File: src/rtl/mxdec_pkg.sv
package mxdec_pkg;
    localparam int ADDR_W     = 10;
    localparam int ROW_IDX_W  = 8;
    localparam int COL_PRE_W  = 8;
    localparam int NUM_BLOCKS = 4;
    localparam int NUM_LINES  = 4;
    localparam int NUM_LOCAL  = 4;
    localparam int LSEL_W     = $clog2(NUM_LOCAL);

    typedef struct packed {
        logic                 hi;    // bit 9, joins the line choice
        logic                 bank;  // bit 8, picks the block pair
        logic [ROW_IDX_W-1:0] idx;   // row within each half
    } row_addr_t;

    typedef struct packed {
        logic                 hi;    // bit 9, joins the line choice
        logic [COL_PRE_W-1:0] pre;   // bits 8..1
        logic                 pair;  // bit 0
    } col_addr_t;

    function automatic row_addr_t split_row(input logic [ADDR_W-1:0] a);
        row_addr_t r;
        r.hi   = a[ADDR_W-1];
        r.bank = a[ADDR_W-2];
        r.idx  = a[ROW_IDX_W-1:0];
        return r;
    endfunction

    function automatic col_addr_t split_col(input logic [ADDR_W-1:0] a);
        col_addr_t c;
        c.hi   = a[ADDR_W-1];
        c.pre  = a[COL_PRE_W:1];
        c.pair = a[0];
        return c;
    endfunction

    function automatic logic [NUM_LINES-1:0] line_onehot(input logic rhi, input logic chi);
        return NUM_LINES'(1) << {rhi, chi};
    endfunction
endpackage

File: src/rtl/mxdec_row_stage.sv
module mxdec_row_stage
    import mxdec_pkg::*;
(
    input  logic                  clk,
    input  logic                  rst,
    input  logic [ADDR_W-1:0]     addr,
    input  logic                  ras_rise,
    input  logic                  ras_fall,
    input  logic                  cas,
    output row_addr_t             row_q,
    output logic                  row_open,
    output logic                  refresh,
    output logic                  restore
);
    logic [ROW_IDX_W-1:0] rcnt;

    always_ff @(posedge clk) begin
        if (rst) begin
            row_q    <= '0;
            row_open <= 1'b0;
            refresh  <= 1'b0;
            restore  <= 1'b0;
            rcnt     <= '0;
        end else begin
            restore <= 1'b0;
            if (ras_rise) begin
                row_open <= 1'b1;
                refresh  <= cas;
                if (cas) begin
                    row_q.hi   <= 1'b0;
                    row_q.bank <= 1'b0;
                    row_q.idx  <= rcnt;
                end else begin
                    row_q <= split_row(addr);
                end
            end else if (ras_fall && row_open) begin
                row_open <= 1'b0;
                refresh  <= 1'b0;
                restore  <= 1'b1;
                if (refresh) rcnt <= rcnt + 1'b1;
            end
        end
    end

    assert_cnt_step_R8: assert property (@(posedge clk) disable iff (rst)
        (rcnt != $past(rcnt)) |-> (rcnt == ROW_IDX_W'($past(rcnt) + 1'b1)));
    assert_cnt_only_refresh_R10: assert property (@(posedge clk) disable iff (rst)
        (rcnt != $past(rcnt)) |-> ($past(refresh) && restore));
endmodule

File: src/rtl/mxdec_col_stage.sv
module mxdec_col_stage
    import mxdec_pkg::*;
(
    input  logic              clk,
    input  logic              rst,
    input  logic [ADDR_W-1:0] addr,
    input  logic              ras,
    input  logic              cas,
    input  logic              cas_rise,
    input  logic              row_open,
    input  logic              refresh,
    input  logic              we,
    input  logic              din,
    output col_addr_t         col_q,
    output logic              col_valid,
    output logic              wr_pulse,
    output logic              wr_bit
);
    logic take;
    assign take = cas_rise && ras && row_open && !refresh;

    always_ff @(posedge clk) begin
        if (rst) begin
            col_q     <= '0;
            col_valid <= 1'b0;
            wr_pulse  <= 1'b0;
            wr_bit    <= 1'b0;
        end else begin
            wr_pulse <= 1'b0;
            if (take) begin
                col_q     <= split_col(addr);
                col_valid <= 1'b1;
                wr_pulse  <= we;
                wr_bit    <= din;
            end else if (!ras || !cas) begin
                col_valid <= 1'b0;
            end
        end
    end

    assert_col_in_row_R3: assert property (@(posedge clk) disable iff (rst)
        col_valid |-> (row_open && !refresh));
endmodule

File: src/rtl/mxdec_route.sv
module mxdec_route
    import mxdec_pkg::*;
(
    input  row_addr_t              row_q,
    input  logic                   row_open,
    input  logic                   refresh,
    input  col_addr_t              col_q,
    input  logic                   col_valid,
    input  logic                   wr_pulse,
    input  logic                   wr_bit,
    input  logic [NUM_LINES-1:0]   rd_lines,
    output logic [NUM_BLOCKS-1:0]  blk_en,
    output logic [NUM_LOCAL-1:0]   row_lsel,
    output logic [NUM_LINES-1:0]   line_sel,
    output logic                   dout,
    output logic [NUM_LINES-1:0]   wr_en,
    output logic                   wr_data
);
    localparam int HALF = NUM_BLOCKS / 2;

    for (genvar b = 0; b < NUM_BLOCKS; b++) begin : g_blk
        localparam bit UPPER = (b >= HALF);
        assign blk_en[b] = row_open && (refresh || (row_q.bank == UPPER));
    end

    for (genvar i = 0; i < NUM_LOCAL; i++) begin : g_lsel
        assign row_lsel[i] = row_open && (row_q.idx[LSEL_W-1:0] == LSEL_W'(i));
    end

    assign line_sel = col_valid ? line_onehot(row_q.hi, col_q.hi) : '0;
    assign dout     = |(rd_lines & line_sel);
    assign wr_en    = wr_pulse ? line_sel : '0;
    assign wr_data  = wr_bit;
endmodule

File: src/rtl/mxdec_top.sv
module mxdec_top
    import mxdec_pkg::*;
(
    input  logic                  clk,
    input  logic                  rst,
    input  logic [ADDR_W-1:0]     addr,
    input  logic                  ras,
    input  logic                  cas,
    input  logic                  we,
    input  logic                  din,
    input  logic [NUM_LINES-1:0]  rd_lines,
    output logic [NUM_BLOCKS-1:0] blk_en,
    output logic [ROW_IDX_W-1:0]  row_idx,
    output logic [NUM_LOCAL-1:0]  row_lsel,
    output logic [COL_PRE_W-1:0]  col_pre,
    output logic                  col_pair,
    output logic [NUM_LINES-1:0]  line_sel,
    output logic                  dout,
    output logic [NUM_LINES-1:0]  wr_en,
    output logic                  wr_data,
    output logic                  restore
);
    logic      ras_q, cas_q;
    logic      ras_rise, ras_fall, cas_rise;
    row_addr_t row_q;
    col_addr_t col_q;
    logic      row_open, refresh, col_valid, wr_pulse, wr_bit;

    always_ff @(posedge clk) begin
        if (rst) begin
            ras_q <= 1'b0;
            cas_q <= 1'b0;
        end else begin
            ras_q <= ras;
            cas_q <= cas;
        end
    end

    assign ras_rise = ras && !ras_q;
    assign ras_fall = !ras && ras_q;
    assign cas_rise = cas && !cas_q;

    mxdec_row_stage u_row (
        .clk(clk), .rst(rst), .addr(addr),
        .ras_rise(ras_rise), .ras_fall(ras_fall), .cas(cas),
        .row_q(row_q), .row_open(row_open), .refresh(refresh), .restore(restore)
    );

    mxdec_col_stage u_col (
        .clk(clk), .rst(rst), .addr(addr), .ras(ras), .cas(cas), .cas_rise(cas_rise),
        .row_open(row_open), .refresh(refresh), .we(we), .din(din),
        .col_q(col_q), .col_valid(col_valid), .wr_pulse(wr_pulse), .wr_bit(wr_bit)
    );

    mxdec_route u_route (
        .row_q(row_q), .row_open(row_open), .refresh(refresh),
        .col_q(col_q), .col_valid(col_valid), .wr_pulse(wr_pulse), .wr_bit(wr_bit),
        .rd_lines(rd_lines), .blk_en(blk_en), .row_lsel(row_lsel),
        .line_sel(line_sel), .dout(dout), .wr_en(wr_en), .wr_data(wr_data)
    );

    assign row_idx  = row_q.idx;
    assign col_pre  = col_q.pre;
    assign col_pair = col_q.pair;

    assert_two_blocks_R2: assert property (@(posedge clk) disable iff (rst)
        (row_open && !refresh) |-> ($countones(blk_en) == 2));
    assert_all_blocks_R7: assert property (@(posedge clk) disable iff (rst)
        (row_open && refresh) |-> (&blk_en));
    assert_no_col_refresh_R7: assert property (@(posedge clk) disable iff (rst)
        refresh |-> (line_sel == '0 && wr_en == '0));
    assert_line_onehot_R4: assert property (@(posedge clk) disable iff (rst)
        $onehot0(line_sel));
    assert_wr_pulse_R6: assert property (@(posedge clk) disable iff (rst)
        (wr_en != '0) |=> (wr_en == '0));
    assert_restore_R9: assert property (@(posedge clk) disable iff (rst)
        restore |-> (!row_open && $past(row_open) && blk_en == '0));
    assert_idle_R11: assert property (@(posedge clk) disable iff (rst)
        !row_open |-> (blk_en == '0 && row_lsel == '0));
endmodule

File: config.mk
export PLATFORM = sky130hd
export DESIGN_NAME = mxdec_top
export DESIGN_NICKNAME = d
export VERILOG_FILES = /design/src/rtl/mxdec_pkg.sv /design/src/rtl/mxdec_row_stage.sv /design/src/rtl/mxdec_col_stage.sv /design/src/rtl/mxdec_route.sv /design/src/rtl/mxdec_top.sv
export SDC_FILE = /design/constraint.sdc
export NUM_CORES = 1
export LEC_CHECK = 0
export BUFFER_PORTS_ARGS = -buffer_cell sky130_fd_sc_hd__buf_2
export CORE_ASPECT_RATIO = 0.7
export CORE_MARGIN = 10
export CORE_UTILIZATION = 51
export CTS_BUF_LIST = sky130_fd_sc_hd__clkbuf_8
export DETAILED_ROUTE_END_ITERATION = 10
export GPL_TIMING_DRIVEN = 0
export HOLD_SLACK_MARGIN = 0.1
export PLACE_DENSITY_LB_ADDON = 0.2
export SYNTH_ARGS = -nofsm -noshare
export SYNTH_HDL_FRONTEND = slang
export SYNTH_SLANG_ARGS = --single-unit
File: constraint.sdc
create_clock -name clk -period 2.6 [get_ports clk]
set_input_delay 0.26 -clock clk [delete_from_list [all_inputs] [get_ports clk]]
set_output_delay 0.26 -clock clk [all_outputs]
set_load 0.005 [all_outputs]
* Word level (Yosys, flattened, before mapping)
Cells that the tools add are included.
** Word-level totals
- Register bits :: 36
- Output and inout port bits :: 36
- Logic and storage cells :: 61
** Operators by class
- Add/subtract/negate cells :: 1
- Eq/ne operators :: 3
- Shift operators :: 1
- Mux-type cells :: 9
- Bitwise operators :: 4
- Reductions and logical operators :: 28
** Operators by type and width (count)
- logical AND 1 bit :: 13
- two-way mux 10 bit :: 1
- adder 8 x 1 -> 8 bit (second input constant) :: 1
- two-way mux 4 bit :: 2
- two-way mux 1 bit :: 6
- logical NOT 1 bit :: 5
- AND 4 bit :: 1
- == test 2 bit (second input constant) :: 2
- nonzero test 2 bit :: 2
- OR reduction 2 bit :: 2
- OR reduction 4 bit :: 1
- left shift 1 x 2 -> 4 bit (first input constant) :: 1
- logical OR 1 bit :: 3
- NOT 1 bit :: 3
- AND reduction 3 bit :: 1
- == test 2 x 1 -> 1 bit (second input constant) :: 1
- logical NOT 2 bit :: 1

* Depth between registers and ports, before layout
- Depth in word-level cells :: 7
- Mapped depth :: 5
- Depth with buffers taken out :: 4

* Cells and area by module
From an unflattened synthesis, not the netlist that was laid out.
** Unflattened totals
- Cell total of the unflattened synthesis :: 185
- Area total of the unflattened synthesis :: 1705.4 sq um
** By module, submodules not included
- mxdec_row_stage :: instances 1, cells an instance 96, area each 895.9 sq um, sequential area each 420.4 sq um
- mxdec_col_stage :: instances 1, cells an instance 54, area each 575.6 sq um, sequential area each 260.2 sq um
- mxdec_route :: instances 1, cells an instance 28, area each 162.7 sq um, sequential area each 0.0 sq um
- mxdec_top :: instances 1, cells an instance 7, area each 71.3 sq um, sequential area each 40.0 sq um

* Worst setup path after synthesis
Ideal clock, no wire load.
- Kind :: register -> register
- Start :: register u_row.refresh
- End :: register u_row.rcnt[7]
- Library setup time :: 121 ps
- Arrival :: 1153 ps
- Required time :: 2479 ps
- Setup slack :: 1326 ps
- Stages on the path, launching flop included :: 4
- Buffers on the path :: 0
- Period minus slack after synthesis :: 1274 ps
- Cells stage by stage :: dfxtp_1 nand4b_2 nor4_1 mux2_2
** On the way
- Longest elaborated chain between the ends :: 1
** RTL lines
- from (decl) :: line mxdec_row_stage.sv:12 : output logic refresh,
- from (signal assigned) :: line mxdec_row_stage.sv:28 : refresh <= cas;
- AND reduction 3 bit (no line)
- to (signal assigned) :: line mxdec_row_stage.sv:40 : if (refresh) rcnt <= rcnt + 1'b1;
- to (decl) :: line mxdec_row_stage.sv:15 : logic [ROW_IDX_W-1:0] rcnt;
No other way between the ends.
A chain may end at the register's enable or synchronous reset.

* Worst setup path in the final report
- Start :: register u_col.col_q[9] (netlist name)
- End :: output dout
** On the way
- Longest elaborated chain between the ends :: 4
** RTL lines
- left shift 1 x 2 -> 4 bit :: line mxdec_pkg.sv:39 : return NUM_LINES'(1) << {rhi, chi};
- two-way mux 4 bit :: line mxdec_route.sv:30 : assign line_sel = col_valid ? line_onehot(row_q.hi, col_q.hi) : '0;
- AND 4 bit :: line mxdec_route.sv:31 : assign dout = |(rd_lines & line_sel);
- OR reduction 4 bit :: line mxdec_route.sv:31
- to (decl) :: line mxdec_top.sv:18 : output logic dout,
No other way between the ends.

==> flow_metrics.tcl <==
set metrics [dict create \
    outcome "complete, no violations" \
    maxSlewHeadroom_pct 62.7 \
    dr.first_iter.drc_count 101 \
    vias 1560 \
    p_total_w 0.00112 \
    placed_cells 295 \
    max_stage_delay_ps 500 \
    fin_util_pct 66.3 \
    fp.dieW_um 89.2 \
    path_delay_family "multiplexers" \
    wirelength_um 4270 \
    tns_ps 0 \
    wl_per_cell_um 14.1 \
    path_class "reg2out" \
    critical_path_required_ps 2340 \
    rrSetupSlack_ps 1130 \
    rsz0062_at_grt "false" \
    viasPerCell 5.15 \
    min_period_ps 1710 \
    timing.final.hold_violations 0 \
    ys.flop_type "dfxtp_1" \
    die_area_mm2 0.00611 \
    holdBufCountCts 0 \
    synth_top_family_by_area "simple AND/OR/NAND/NOR gates" \
    syn2layout_area_growth_pct 23.5 \
    initial_core_util_pct 53.6 \
    hold_path.class "in2reg" \
    clk_pin_slew_ps 70 \
    clock_path_buffers 2 \
    dr.pass1.iters 5 \
    cts_tree "done" \
    synthCells 204 \
    drive_gt1_share_pct 32.5 \
    crit_fanout 4 \
    diodes 0 \
    avgSynthCellArea_um2 8.39 \
    synthAdderAreaFrac_pct 0.731 \
    cap_viol_max_count 0 \
    fin_nets 285 \
    insertion_delay_ps 290 \
    synth_edf_count 0 \
    finalCritPeriodShare_pct 65.9 \
    antenna_found_initial 0 \
    irDropWorstVdd_mv 0.413 \
    power_density_mw_per_mm2 527 \
    finalSetupViolCount 0 \
    htreeDepth 2 \
    hpwl_um 3360 \
    synth_seq_area_share_pct 42.1 \
    synth_nets 225 \
    post_cts_buffers 0 \
    critPathSlowestCell "mux4_2" \
    gp_congestion 0.768 \
    fin_skew_ps 4.61 \
    cp-end-kind "primary output" \
    grt.overflow.total 0 \
    path_buf_inv 1 \
    clockRootBuffer "clkbuf_8" \
    track_usage_pct 14.6 \
    cts.sinks 36 \
    ios 56 \
    synth_xor_area_share_pct 0.512 \
    die_h_um 68.5 \
    synthDistinctLibCells 31 \
    grt_max_degree 11 \
    setup.worst_path.start_class "register" \
    tightest_slew_ps 559 \
    p_leak_nw 0.989 \
    muxShareOfSynthArea_pct 7.24 \
    fmax_mhz 583 \
    grt_pass1_vias 1463 \
    numCtsBuffers 5 \
    rows 17 \
    post_cts_resized 0 \
    finalNonFillerCells 303 \
    synthesis.area_mm2 0.00171 \
    synth-compound-area-share_pct 15.3 \
    cp.arrival_ps 1450 \
    yosys.area_share.simple_pct 21.7 \
    drc_errors 0 \
    ys_ff_latch 36 \
    io_buffers 53 \
    grt_pass1_wl_um 6930 \
    async_reset_ff_share_pct 0 \
    report.final.slew_viol_count 0 \
    cp_cell_sequence "mux4_2, and2_1, buf_2" \
    fillers 284 \
    antenna_left 0 \
    core_area_mm2 0.00319 \
    ys_warn_count 0 \
]
-- sequential cells by signal, summed over array words and instances (netlist names) --
name and cells:
u_col.col_q 10, u_row.row_q 10, u_row.rcnt 8, cas_q 1, ras_q 1, u_col.col_valid 1
u_col.wr_bit 1, u_col.wr_pulse 1, u_row.refresh 1, u_row.restore 1, u_row.row_open 1
-- cells by family after synthesis --
logic type               Yosys count
adder cells (fa/ha/maj)            1
AO/OA/AOI/OAI                     46
flip-flops                        36
multiplexers                      11
AND/OR/NAND/NOR                   73
buffers and inverters             36
XOR/XNOR                           1
-- cell usage in the layout, fill, tap and decap left out --
cell,instances
o211a_1,1
inv_1,7
nor3b_1,2
o22ai_1,1
nor2b_1,4
a211oi_1,8
and2_1,2
or4_1,2
buf_4,19
o21ai_0,14
dfxtp_1,36
mux4_2,1
mux2_2,1
nor2_1,24
nor4_1,2
nand2_1,9
clkbuf_1,7
clkbuf_8,6
a21oi_1,20
o31ai_1,2
mux2i_1,9
or3_1,3
xor2_1,1
buf_2,58
ha_1,1
nand4b_2,1
nand3_1,14
or3b_1,1
nand3b_1,2
nor3_1,3
and3_1,1
nand2b_1,3
-- path summary, 6_finish.rpt --
| path | from | endpoint | depth (start not counted) |
|---|---|---|---|
| setup / recovery | u_col.col_q[9] | dout | 3 |
| hold / removal | we | u_col.wr_pulse | 3 |
| setup reg to reg | u_row.refresh | u_row.rcnt[7] | 3 |
| hold reg to reg | u_row.row_q[8] | u_row.row_q[8] | 2 |
-- cell type report --
cell class | instances | area [um2] | area share, %
timing repair buffer | 53 | 265 | 12.5
buffer | 31 | 194 | 9.17
tap | 38 | 47.5 | 2.25
inverter | 5 | 18.8 | 0.888
clock inverter | 2 | 7.51 | 0.355
multi-input combinational | 132 | 778 | 36.8
clock buffer | 6 | 82.6 | 3.91
sequential | 36 | 721 | 34.1
-- layer usage --
layer	share of wire, %	track usage, %
met1	47	19.3
met3	11	6.29
met5	0	0
met2	41	20.5
met4	0.82	5.34
-- tightest hold or removal path: cells and delay by family --
kind                   cells  cell delay (ps)
buffers and inverters      2              150
and+or+nand+nor            1               40
-- cell usage after synthesis, drive strengths merged (3+ instances only) --
cell    instances  area share [%]
mux2i           9             5.3
nand2b          3             1.1
or3             3             1.1
nand2           9             2.0
buf            24             9.8
clkbuf          7             1.5
nor3            3            0.88
nand3          14             4.1
o21ai          14             4.1
a211oi          8             3.5
nor2           24             5.3
inv             5             1.1
a21oi          20             5.8
nor2b           4             1.5
dfxtp          36              42
-- per-stage QoR --
step	area, um2	setup WS (ps)	hold slack [ps]
6_report	2110	886	202
5_1_grt	2110	822	214
4_1_cts	2110	874	189
3_5_place_dp	2020	1100	463
3_3_place_gp	2020	1150	461
2_1_floorplan	1710	1330	379
-- power by group --
group          switching (W)  internal [W]
clock network       0.000185      0.000208
registers          0.0000153      0.000570
logic              0.0000721     0.0000659
total               0.000272      0.000843
Power figures use the tool's default switching activity.
